===== src/rtl/burst_col_pkg.sv =====
package burst_col_pkg;

    typedef enum logic [1:0] {
        ST_IDLE  = 2'd0,
        ST_BURST = 2'd1,
        ST_FAULT = 2'd2
    } seq_state_t;

    localparam logic [1:0] BLC_NONE = 2'b00;
    localparam logic [1:0] ORG_BAD  = 2'b11;

    localparam int BEATS_PER_CLK = 2;
    localparam int MAX_LG_BL     = 3;

endpackage


===== src/rtl/burst_cfg_decode.sv =====
module burst_cfg_decode
    import burst_col_pkg::*;
#(
    parameter int COL_W = 11
) (
    input  logic [1:0]       bl_code,
    input  logic [1:0]       org,
    output logic             cfg_ok,
    output logic [1:0]       lg_bl,
    output logic [COL_W-1:0] width_mask
);
    localparam logic [COL_W-1:0] ALL_ONES = '1;

    always_comb begin
        cfg_ok = (bl_code != BLC_NONE) && (org != ORG_BAD);
        lg_bl  = bl_code;
        unique case (org)
            2'b00:   width_mask = ALL_ONES;
            2'b01:   width_mask = ALL_ONES >> 1;
            2'b10:   width_mask = ALL_ONES >> 2;
            default: width_mask = '0;
        endcase
    end

endmodule


===== src/rtl/burst_lane_addr.sv =====
module burst_lane_addr #(
    parameter int COL_W = 11,
    parameter int LANE  = 0
) (
    input  logic [COL_W-1:0] base,
    input  logic [1:0]       pair_idx,
    input  logic [1:0]       lg_bl,
    input  logic             ilv,
    input  logic [COL_W-1:0] width_mask,
    output logic [COL_W-1:0] addr
);
    logic [2:0]       beat;
    logic [COL_W-1:0] low_mask;
    logic [COL_W-1:0] beat_ext;
    logic [COL_W-1:0] seq_low;
    logic [COL_W-1:0] ilv_low;

    always_comb begin
        beat     = {pair_idx, 1'(LANE)};
        beat_ext = COL_W'(beat);
        low_mask = (COL_W'(1) << lg_bl) - COL_W'(1);
        seq_low  = (base + beat_ext) & low_mask;
        ilv_low  = (base ^ beat_ext) & low_mask;
        addr     = ((base & ~low_mask) | (ilv ? ilv_low : seq_low)) & width_mask;
    end

endmodule


===== src/rtl/burst_seq_fsm.sv =====
module burst_seq_fsm
    import burst_col_pkg::*;
(
    input  logic       clk,
    input  logic       rst_n,
    input  logic       start,
    input  logic       cfg_ok,
    input  logic [1:0] lg_bl_q,
    output logic       accept,
    output logic [1:0] pair_idx,
    output logic       in_burst,
    output logic       last_pair,
    output logic       in_fault
);
    seq_state_t state_q, state_d;
    logic [1:0] pair_q, pair_d;
    logic [1:0] pair_max;

    always_comb begin
        unique case (lg_bl_q)
            2'd2:    pair_max = 2'd1;
            2'd3:    pair_max = 2'd3;
            default: pair_max = 2'd0;
        endcase
    end

    always_comb begin
        state_d = state_q;
        pair_d  = pair_q;
        accept  = 1'b0;
        unique case (state_q)
            ST_IDLE, ST_FAULT: begin
                if (start) begin
                    accept  = 1'b1;
                    pair_d  = 2'd0;
                    state_d = cfg_ok ? ST_BURST : ST_FAULT;
                end
            end
            ST_BURST: begin
                if (pair_q == pair_max) begin
                    if (start) begin
                        accept  = 1'b1;
                        pair_d  = 2'd0;
                        state_d = cfg_ok ? ST_BURST : ST_FAULT;
                    end else begin
                        state_d = ST_IDLE;
                    end
                end else begin
                    pair_d = pair_q + 2'd1;
                end
            end
            default: begin
                state_d = ST_IDLE;
                pair_d  = 2'd0;
            end
        endcase
    end

    always_ff @(posedge clk) begin
        if (!rst_n) begin
            state_q <= ST_IDLE;
            pair_q  <= 2'd0;
        end else begin
            state_q <= state_d;
            pair_q  <= pair_d;
        end
    end

    always_comb begin
        pair_idx  = pair_q;
        in_burst  = (state_q == ST_BURST);
        in_fault  = (state_q == ST_FAULT);
        last_pair = in_burst && (pair_q == pair_max);
    end


    fault_entry_chk: assert property (@(posedge clk) disable iff (!rst_n)
        (accept && !cfg_ok) |=> (state_q == ST_FAULT));


    ignore_mid_chk: assert property (@(posedge clk) disable iff (!rst_n)
        (in_burst && !last_pair) |=> (state_q == ST_BURST && pair_q == $past(pair_q) + 2'd1));


    burst_end_chk: assert property (@(posedge clk) disable iff (!rst_n)
        (last_pair && !start) |=> (state_q == ST_IDLE));

endmodule


===== src/rtl/burst_col_gen.sv =====
module burst_col_gen
    import burst_col_pkg::*;
#(
    parameter int COL_W = 11
) (
    input  logic             clk,
    input  logic             rst_n,
    input  logic             start,
    input  logic [COL_W-1:0] start_col,
    input  logic [1:0]       bl_code,
    input  logic             ilv_mode,
    input  logic [1:0]       org,
    output logic             beat_valid,
    output logic [COL_W-1:0] col_even,
    output logic [COL_W-1:0] col_odd,
    output logic             burst_last,
    output logic             cfg_err
);
    localparam int LANES = BEATS_PER_CLK;

    logic             cfg_ok;
    logic [1:0]       lg_bl_d;
    logic [COL_W-1:0] wmask_d;
    logic             accept;
    logic [1:0]       pair_idx;
    logic             in_burst;
    logic             last_pair;
    logic             in_fault;

    logic [COL_W-1:0] base_q;
    logic [1:0]       lg_bl_q;
    logic             ilv_q;
    logic [COL_W-1:0] wmask_q;
    logic [COL_W-1:0] lane_addr [LANES];

    burst_cfg_decode #(.COL_W(COL_W)) cfg_i (
        .bl_code    (bl_code),
        .org        (org),
        .cfg_ok     (cfg_ok),
        .lg_bl      (lg_bl_d),
        .width_mask (wmask_d)
    );

    burst_seq_fsm seq_i (
        .clk       (clk),
        .rst_n     (rst_n),
        .start     (start),
        .cfg_ok    (cfg_ok),
        .lg_bl_q   (lg_bl_q),
        .accept    (accept),
        .pair_idx  (pair_idx),
        .in_burst  (in_burst),
        .last_pair (last_pair),
        .in_fault  (in_fault)
    );

    always_ff @(posedge clk) begin
        if (!rst_n) begin
            base_q  <= '0;
            lg_bl_q <= 2'd1;
            ilv_q   <= 1'b0;
            wmask_q <= '0;
        end else if (accept && cfg_ok) begin
            base_q  <= start_col & wmask_d;
            lg_bl_q <= lg_bl_d;
            ilv_q   <= ilv_mode;
            wmask_q <= wmask_d;
        end
    end

    for (genvar g = 0; g < LANES; g++) begin : g_lane
        burst_lane_addr #(.COL_W(COL_W), .LANE(g)) lane_i (
            .base       (base_q),
            .pair_idx   (pair_idx),
            .lg_bl      (lg_bl_q),
            .ilv        (ilv_q),
            .width_mask (wmask_q),
            .addr       (lane_addr[g])
        );
    end

    always_comb begin
        beat_valid = in_burst;
        burst_last = last_pair;
        cfg_err    = in_fault;
        col_even   = in_burst ? lane_addr[0] : '0;
        col_odd    = in_burst ? lane_addr[1] : '0;
    end


    last_in_burst_chk: assert property (@(posedge clk) disable iff (!rst_n)
        burst_last |-> beat_valid);


    err_no_beat_chk: assert property (@(posedge clk) disable iff (!rst_n)
        cfg_err |-> !beat_valid);


    width_clear_chk: assert property (@(posedge clk) disable iff (!rst_n)
        beat_valid |-> (((col_even | col_odd) & ~wmask_q) == '0));


    upper_hold_chk: assert property (@(posedge clk) disable iff (!rst_n)
        (beat_valid && !burst_last) |=> ((col_even >> MAX_LG_BL) == $past(col_even >> MAX_LG_BL)));


    lanes_differ_chk: assert property (@(posedge clk) disable iff (!rst_n)
        beat_valid |-> (col_even != col_odd));

endmodule


===== config.mk =====
export PLATFORM = sky130hd
export DESIGN_NAME = burst_col_gen
export DESIGN_NICKNAME = d
export VERILOG_FILES = /design/src/rtl/burst_col_pkg.sv /design/src/rtl/burst_cfg_decode.sv /design/src/rtl/burst_lane_addr.sv /design/src/rtl/burst_seq_fsm.sv /design/src/rtl/burst_col_gen.sv
export SDC_FILE = /design/constraint.sdc
export NUM_CORES = 1
export LEC_CHECK = 0
export ABC_AREA = 1
export CORE_MARGIN = 1
export CORE_UTILIZATION = 50
export CTS_CLUSTER_DIAMETER = 30
export CTS_CLUSTER_SIZE = 28
export DETAILED_ROUTE_END_ITERATION = 12
export PLACE_DENSITY = 0.85
export SLEW_MARGIN = 20
export SYNTH_ARGS = -nofsm -noshare
export SYNTH_HDL_FRONTEND = slang
export SYNTH_SLANG_ARGS = --single-unit

===== constraint.sdc =====
create_clock -name clk -period 3.1 [get_ports clk]
set_input_delay 0.62 -clock clk [delete_from_list [all_inputs] [get_ports clk]]
set_output_delay 0.62 -clock clk [all_outputs]
set_load 0.005 [all_outputs]

==> results of run 1 <==
==> power by group through the flow <==
stage | clock network, mW | logic (mW) | registers, mW
floorplan | 0 | 0.0961 | 0.308
global placement | 0 | 0.138 | 0.312
detailed placement | 0 | 0.141 | 0.313
CTS | 0.134 | 0.141 | 0.307
global route | 0.147 | 0.157 | 0.310
finish | 0.134 | 0.141 | 0.307
==> cell usage in the layout (no fill, tap or decap) <==
cell type and n:
nor2_1 28, nand3_2 6, xor2_1 2, clkdlybuf4s50_1 43, nand3_1 10, o21bai_1 1
ha_1 3, nor3b_1 1, inv_1 20, buf_4 2, nor2_2 2, nand4_1 1
clkbuf_1 1, o21a_1 1, nor2_8 1, fa_1 1, nand3_4 1, a21oi_1 26
nand3b_1 9, o21ai_0 7, inv_2 2, nand2_2 1, clkbuf_4 3, nand2_4 1
nand2_1 56, dfxtp_1 21, clkinv_1 1
==> state kept, by name, summed over array words and instances (netlist names) <==
name,flops
wmask_q,3
base_q,11
ilv_q,1
seq_i.pair_idx,2
seq_i.state_q,2
lg_bl_q,2
==> synthesized netlist by cell type <==
cell and instances:
nand2_2 1, ha_1 3, buf_6 1, clkbuf_1 1, nor2_2 2, fa_1 1
buf_2 1, buf_4 8, o21a_1 1, nand4_1 1, nor2_8 1, o21ai_0 7
nand3_2 6, nand3_4 1, nand2_4 1, nor3b_1 1, buf_12 1, nand2_1 56
inv_2 2, nand3_1 10, clkinv_1 1, o21bai_1 1, dfxtp_1 21, nor2_1 28
a21oi_1 26, inv_1 20, nand3b_1 9, xor2_1 2
==> logic make-up after synthesis <==
logic type,count (synthesis),share of synthesized area [%]
AND/OR/NAND/NOR,117,40.0
AO/OA/AOI/OAI,35,12.5
buffers and inverters,35,13.0
flip-flops,21,29.3
adder cells (fa/ha/maj),4,4.01
XOR/XNOR,2,1.22
==> worst max-delay path, cell delays in order (launching register included) <==
cell,delay (ps)
dfxtp_1,400
ha_1,390
nand2_1,70
nor2_1,140
nand3_1,90
nand2_1,90
nand3_1,60
a21oi_1,150
clkdlybuf4s50_1,510
==> stage by stage <==
stage | area, um2 | std cells
final | 1850 | 282
after global routing | 1850 | 282
after CTS | 1850 | 282
after detailed placement | 1820 | 278
after global placement | 1820 | 278
after floorplan | 1440 | 214
==> worst paths after layout <==
path                                   startpoint           end  slack [ps]  cells past startpoint
worst max-delay path            seq_i.pair_idx[1]  col_even[10]         270                      8
worst min-delay path                   wmask_q[9]    wmask_q[9]         490                      2
worst max register to register   seq_i.state_q[0]     base_q[9]        1510                      7
worst min register to register         wmask_q[9]    wmask_q[9]         490                      2
==> metal layers <==
layer,share of wire (%),global-route usage [%],vias up
met5,0,0,-
met4,0.99,7.86,0
met2,47,33.9,50
met1,47,31.2,668
met3,4.7,1.63,5
li1,-,-,750
==> final cells by class <==
cell class / count / area [um2]
Inverter: 23 / 86.3
Multi-Input combinational cell: 158 / 830
Sequential cell: 21 / 420
Timing Repair Buffer: 45 / 445
Tap cell: 31 / 38.8
Fill cell: 254 / 887
Clock buffer: 4 / 26.3
==> flow_summary.json, run 1 <==
{
  "rsz0062_at_grt": "no",
  "max-clock-path-buffers": 2,
  "max_freq_mhz": 354,
  "postRouteAntennaNets": 0,
  "utilization_pct": 67.6,
  "setup_viol_count_final": 0,
  "period_minus_slack_ps": 2830,
  "post-dp-hpwl_mm": 2.51,
  "swShare_pct": 30.7,
  "tns_ps": 0,
  "p_int_mw": 0.403,
  "place_ws_ps": 636,
  "end_kind": "primary output",
  "grtUsageTotal_pct": 21.6,
  "cts_max_level": 1,
  "maxCapViolCount": 0,
  "worstPathArrival_ps": 2210,
  "ctsResizeCount": 0,
  "row_count": 19,
  "synth_nets": 237,
  "worstSetupStartpointType": "register",
  "die_w_um": 55.6,
  "wl_per_cell_um": 11.4,
  "cts-hold-fix-buffers": 0,
  "cts_made_buffers": 3,
  "leakage_nw": 0.739,
  "routed_wl_mm": 3.22,
  "netlist.top_cell.by_area": "dfxtp_1",
  "vias_per_cell": 5.22,
  "pwr-share-comb_pct": 24.2,
  "status": "finished clean",
  "die_h_um": 55.6,
  "p_total_mw": 0.582,
  "clockPowerShare_pct": 23.0,
  "critPathRequiredTime_ps": 2480,
  "final_layout_size_suffix_gt1_share_pct": 7.57,
  "syn_inst": 214,
  "die_area_um2": 3090,
  "post_cts_buffers": 0,
  "synth_top_area_share_pct": 29.3,
  "yosys-top-cells-area": "dfxtp_1 29%, nand2_1 15%, a21oi_1 9.1%",
  "setup_slack_ps": 273,
  "drt_iter0_drc": 42,
  "skew_ps": 1.19,
  "cts_sinks": 21,
  "ys_types": 28,
  "slew_violations": 0,
  "clk_latency_ps": 300,
  "gp_congestion": 0.867,
  "crit_fanout": 6,
  "antenna_cells": 0,
  "timing.hold.ws_ps": 486,
  "relSlewSlack_pct": 68.3,
  "start_util_pct": 52.5,
  "ios": 44,
  "seq_area_frac_synth_pct": 29.3,
  "grt_pass1_wl_mm": 5.40,
  "ys_seq_elements": 21,
  "overflow": 0,
  "drc": 0,
  "seqPwrFrac_pct": 52.8,
  "worst_pin_slew_ps": 474,
  "power_density_nw_per_um2": 315,
  "first_global_vias": 1236,
  "path_class": "reg -> out",
  "yosysWarningCount": 0,
  "power_switching_mw": 0.179,
  "finalCritPeriodShare_pct": 91.2,
  "vdd_drop_max_v": 0.000232,
  "dr.pass1.iters": 4,
  "cts_tree": "built",
  "core_area_um2": 2730,
  "hold_path.class": "reg -> reg",
  "synth_area_um2": 1440,
  "syn_to_final_growth_pct": 28.6,
  "cts_root_buf": "clkbuf_4",
  "fin_nets": 275,
  "antenna_found_initial": 0,
  "port_buffers": 43,
  "grt_max_degree": 28,
  "vias": 1473,
  "hold_viol": 0,
  "syn_avg_cell_area_um2": 6.71,
  "clk_pin_slew_ps": 120
}
(Power assumes the default switching activity.)
==> inputs of run 2 (changes only) <==
CELL_PAD_IN_SITES_DETAIL_PLACEMENT = 1   (was not set)
CELL_PAD_IN_SITES_GLOBAL_PLACEMENT = 1   (was not set)
CORE_UTILIZATION = 34   (was 50)
PLACE_DENSITY = not set   (was 0.85)
PLACE_DENSITY_LB_ADDON = 0.1   (was not set)
==> flow_summary.json, run 2 (same netlist as run 1, synthesis figures left out) <==
{
  "status": "finished clean",
  "largest_register": "base_q",
  "timing.hold.ws_ps": 483,
  "setup_slack_ps": 290,
  "layout.cells.most_common": "nand2_1",
  "die_area_um2": 4490,
  "post_cts_buffers": 0,
  "antenna_found_initial": 0,
  "row_count": 23,
  "worstSetupStartpointType": "register",
  "largest_reg_flops": 11,
  "vdd_drop_max_v": 0.000207,
  "power_density_nw_per_um2": 341,
  "core_area_um2": 4030,
  "leakage_nw": 0.749,
  "first_global_vias": 1454,
  "fin_cells": 301,
  "drt_iter0_drc": 52,
  "cts-hold-fix-buffers": 0,
  "crit_fanout": 4,
  "period_minus_slack_ps": 2810,
  "hold_path.class": "reg -> reg",
  "routed_wl_mm": 3.96,
  "max_freq_mhz": 356,
  "max-clock-path-buffers": 2,
  "die_h_um": 67.0,
  "critPathRequiredTime_ps": 2480,
  "vias_per_cell": 4.83,
  "top_regs": "base_q: 11 flops, wmask_q: 3 flops",
  "cts_made_buffers": 3,
  "setup_viol_count_final": 0,
  "port_buffers": 43,
  "dp.cells": 297,
  "vias": 1455,
  "cts_root_buf": "clkbuf_8",
  "worstPathArrival_ps": 2190,
  "clk_pin_slew_ps": 90,
  "cts_max_level": 1,
  "clk_latency_ps": 270,
  "grtUsageTotal_pct": 19.4,
  "wl_per_cell_um": 13.1,
  "place_ws_ps": 572,
  "die_w_um": 67.0,
  "overflow": 0,
  "ios": 44,
  "start_util_pct": 35.7,
  "hold_viol": 0,
  "dr.pass1.iters": 4,
  "slew_violations": 0,
  "maxCapViolCount": 0,
  "end_kind": "primary output",
  "skew_ps": 4.75,
  "relSlewSlack_pct": 66.9,
  "gp_congestion": 0.814,
  "path_class": "reg -> out",
  "cts_tree": "built",
  "tns_ps": 0,
  "grt_max_degree": 28,
  "worstReg2RegStart": "seq_i.state_q[0]",
  "rsz0062_at_grt": "no",
  "worst_pin_slew_ps": 496,
  "grt_pass1_wl_mm": 6.64,
  "startpoint": "seq_i.pair_idx[0]",
  "final_cell_mix": "56 x nand2_1, 43 x clkdlybuf4s50_1, 28 x nor2_1",
  "post-dp-hpwl_mm": 3.05,
  "min_from": "wmask_q[9]",
  "cts_sinks": 21,
  "drc": 0,
  "final_layout_size_suffix_gt1_share_pct": 7.97,
  "syn_to_final_growth_pct": 32.7,
  "antenna_cells": 0,
  "ctsResizeCount": 0,
  "postRouteAntennaNets": 0,
  "finalCritPeriodShare_pct": 90.6,
  "fin_nets": 275
}
## run 2: per-stage QoR
stage | power (mW) | util [%] | area, um2
2_1_floorplan | 0.404 | - | 1440
3_3_place_gp | 0.462 | 46.1 | 1860
3_5_place_dp | 0.462 | 46.1 | 1860
4_1_cts | 0.660 | 47.3 | 1910
5_1_grt | 0.688 | 47.3 | 1910
6_report | 0.650 | 47.3 | 1910
## run 2: final cells by class
type | instances | area, um2
clock buffer | 3 | 41.3
clock inverter | 1 | 7.51
fill | 528 | 2120
inverter | 23 | 86.3
multi-input combinational | 158 | 830
sequential | 21 | 420
tap | 50 | 62.6
timing repair buffer | 45 | 458
## run 2: critical path: stages, from the launching register on
cell	delay, ps
dfxtp_1	400
inv_1	120
fa_1	400
inv_1	90
nand3_1	80
nand2_1	90
nand3_1	70
a21oi_1	160
clkdlybuf4s50_1	520
## run 2: report_power, final
| part | switching [mW] | internal, mW | total (mW) |
|---|---|---|---|
| Sequential | 0.0207 | 0.287 | 0.308 |
| Clock | 0.104 | 0.0909 | 0.195 |
| Combinational | 0.0793 | 0.0676 | 0.147 |
## run 2: layer usage
layer	GRT usage (%)	wire, um
met2	34.1	1850
met5	0	0
met1	25.3	1980
met3	2.40	109
met4	3.19	12
## run 2: worst paths after layout
check / end / slack [ps] / cells after the start
setup / recovery: col_odd[10] / 290 / 8
hold reg to reg: wmask_q[9] / 480 / 2
hold / removal: wmask_q[9] / 480 / 2
setup reg to reg: seq_i.state_q[0] / 1510 / 6
==> inputs of run 3 (changes only) <==
CAP_MARGIN = 15   (was not set)
SLEW_MARGIN = not set   (was 20)
==> results of run 3 <==
The final DEF is identical to that of run 2; final timing and power are the same.
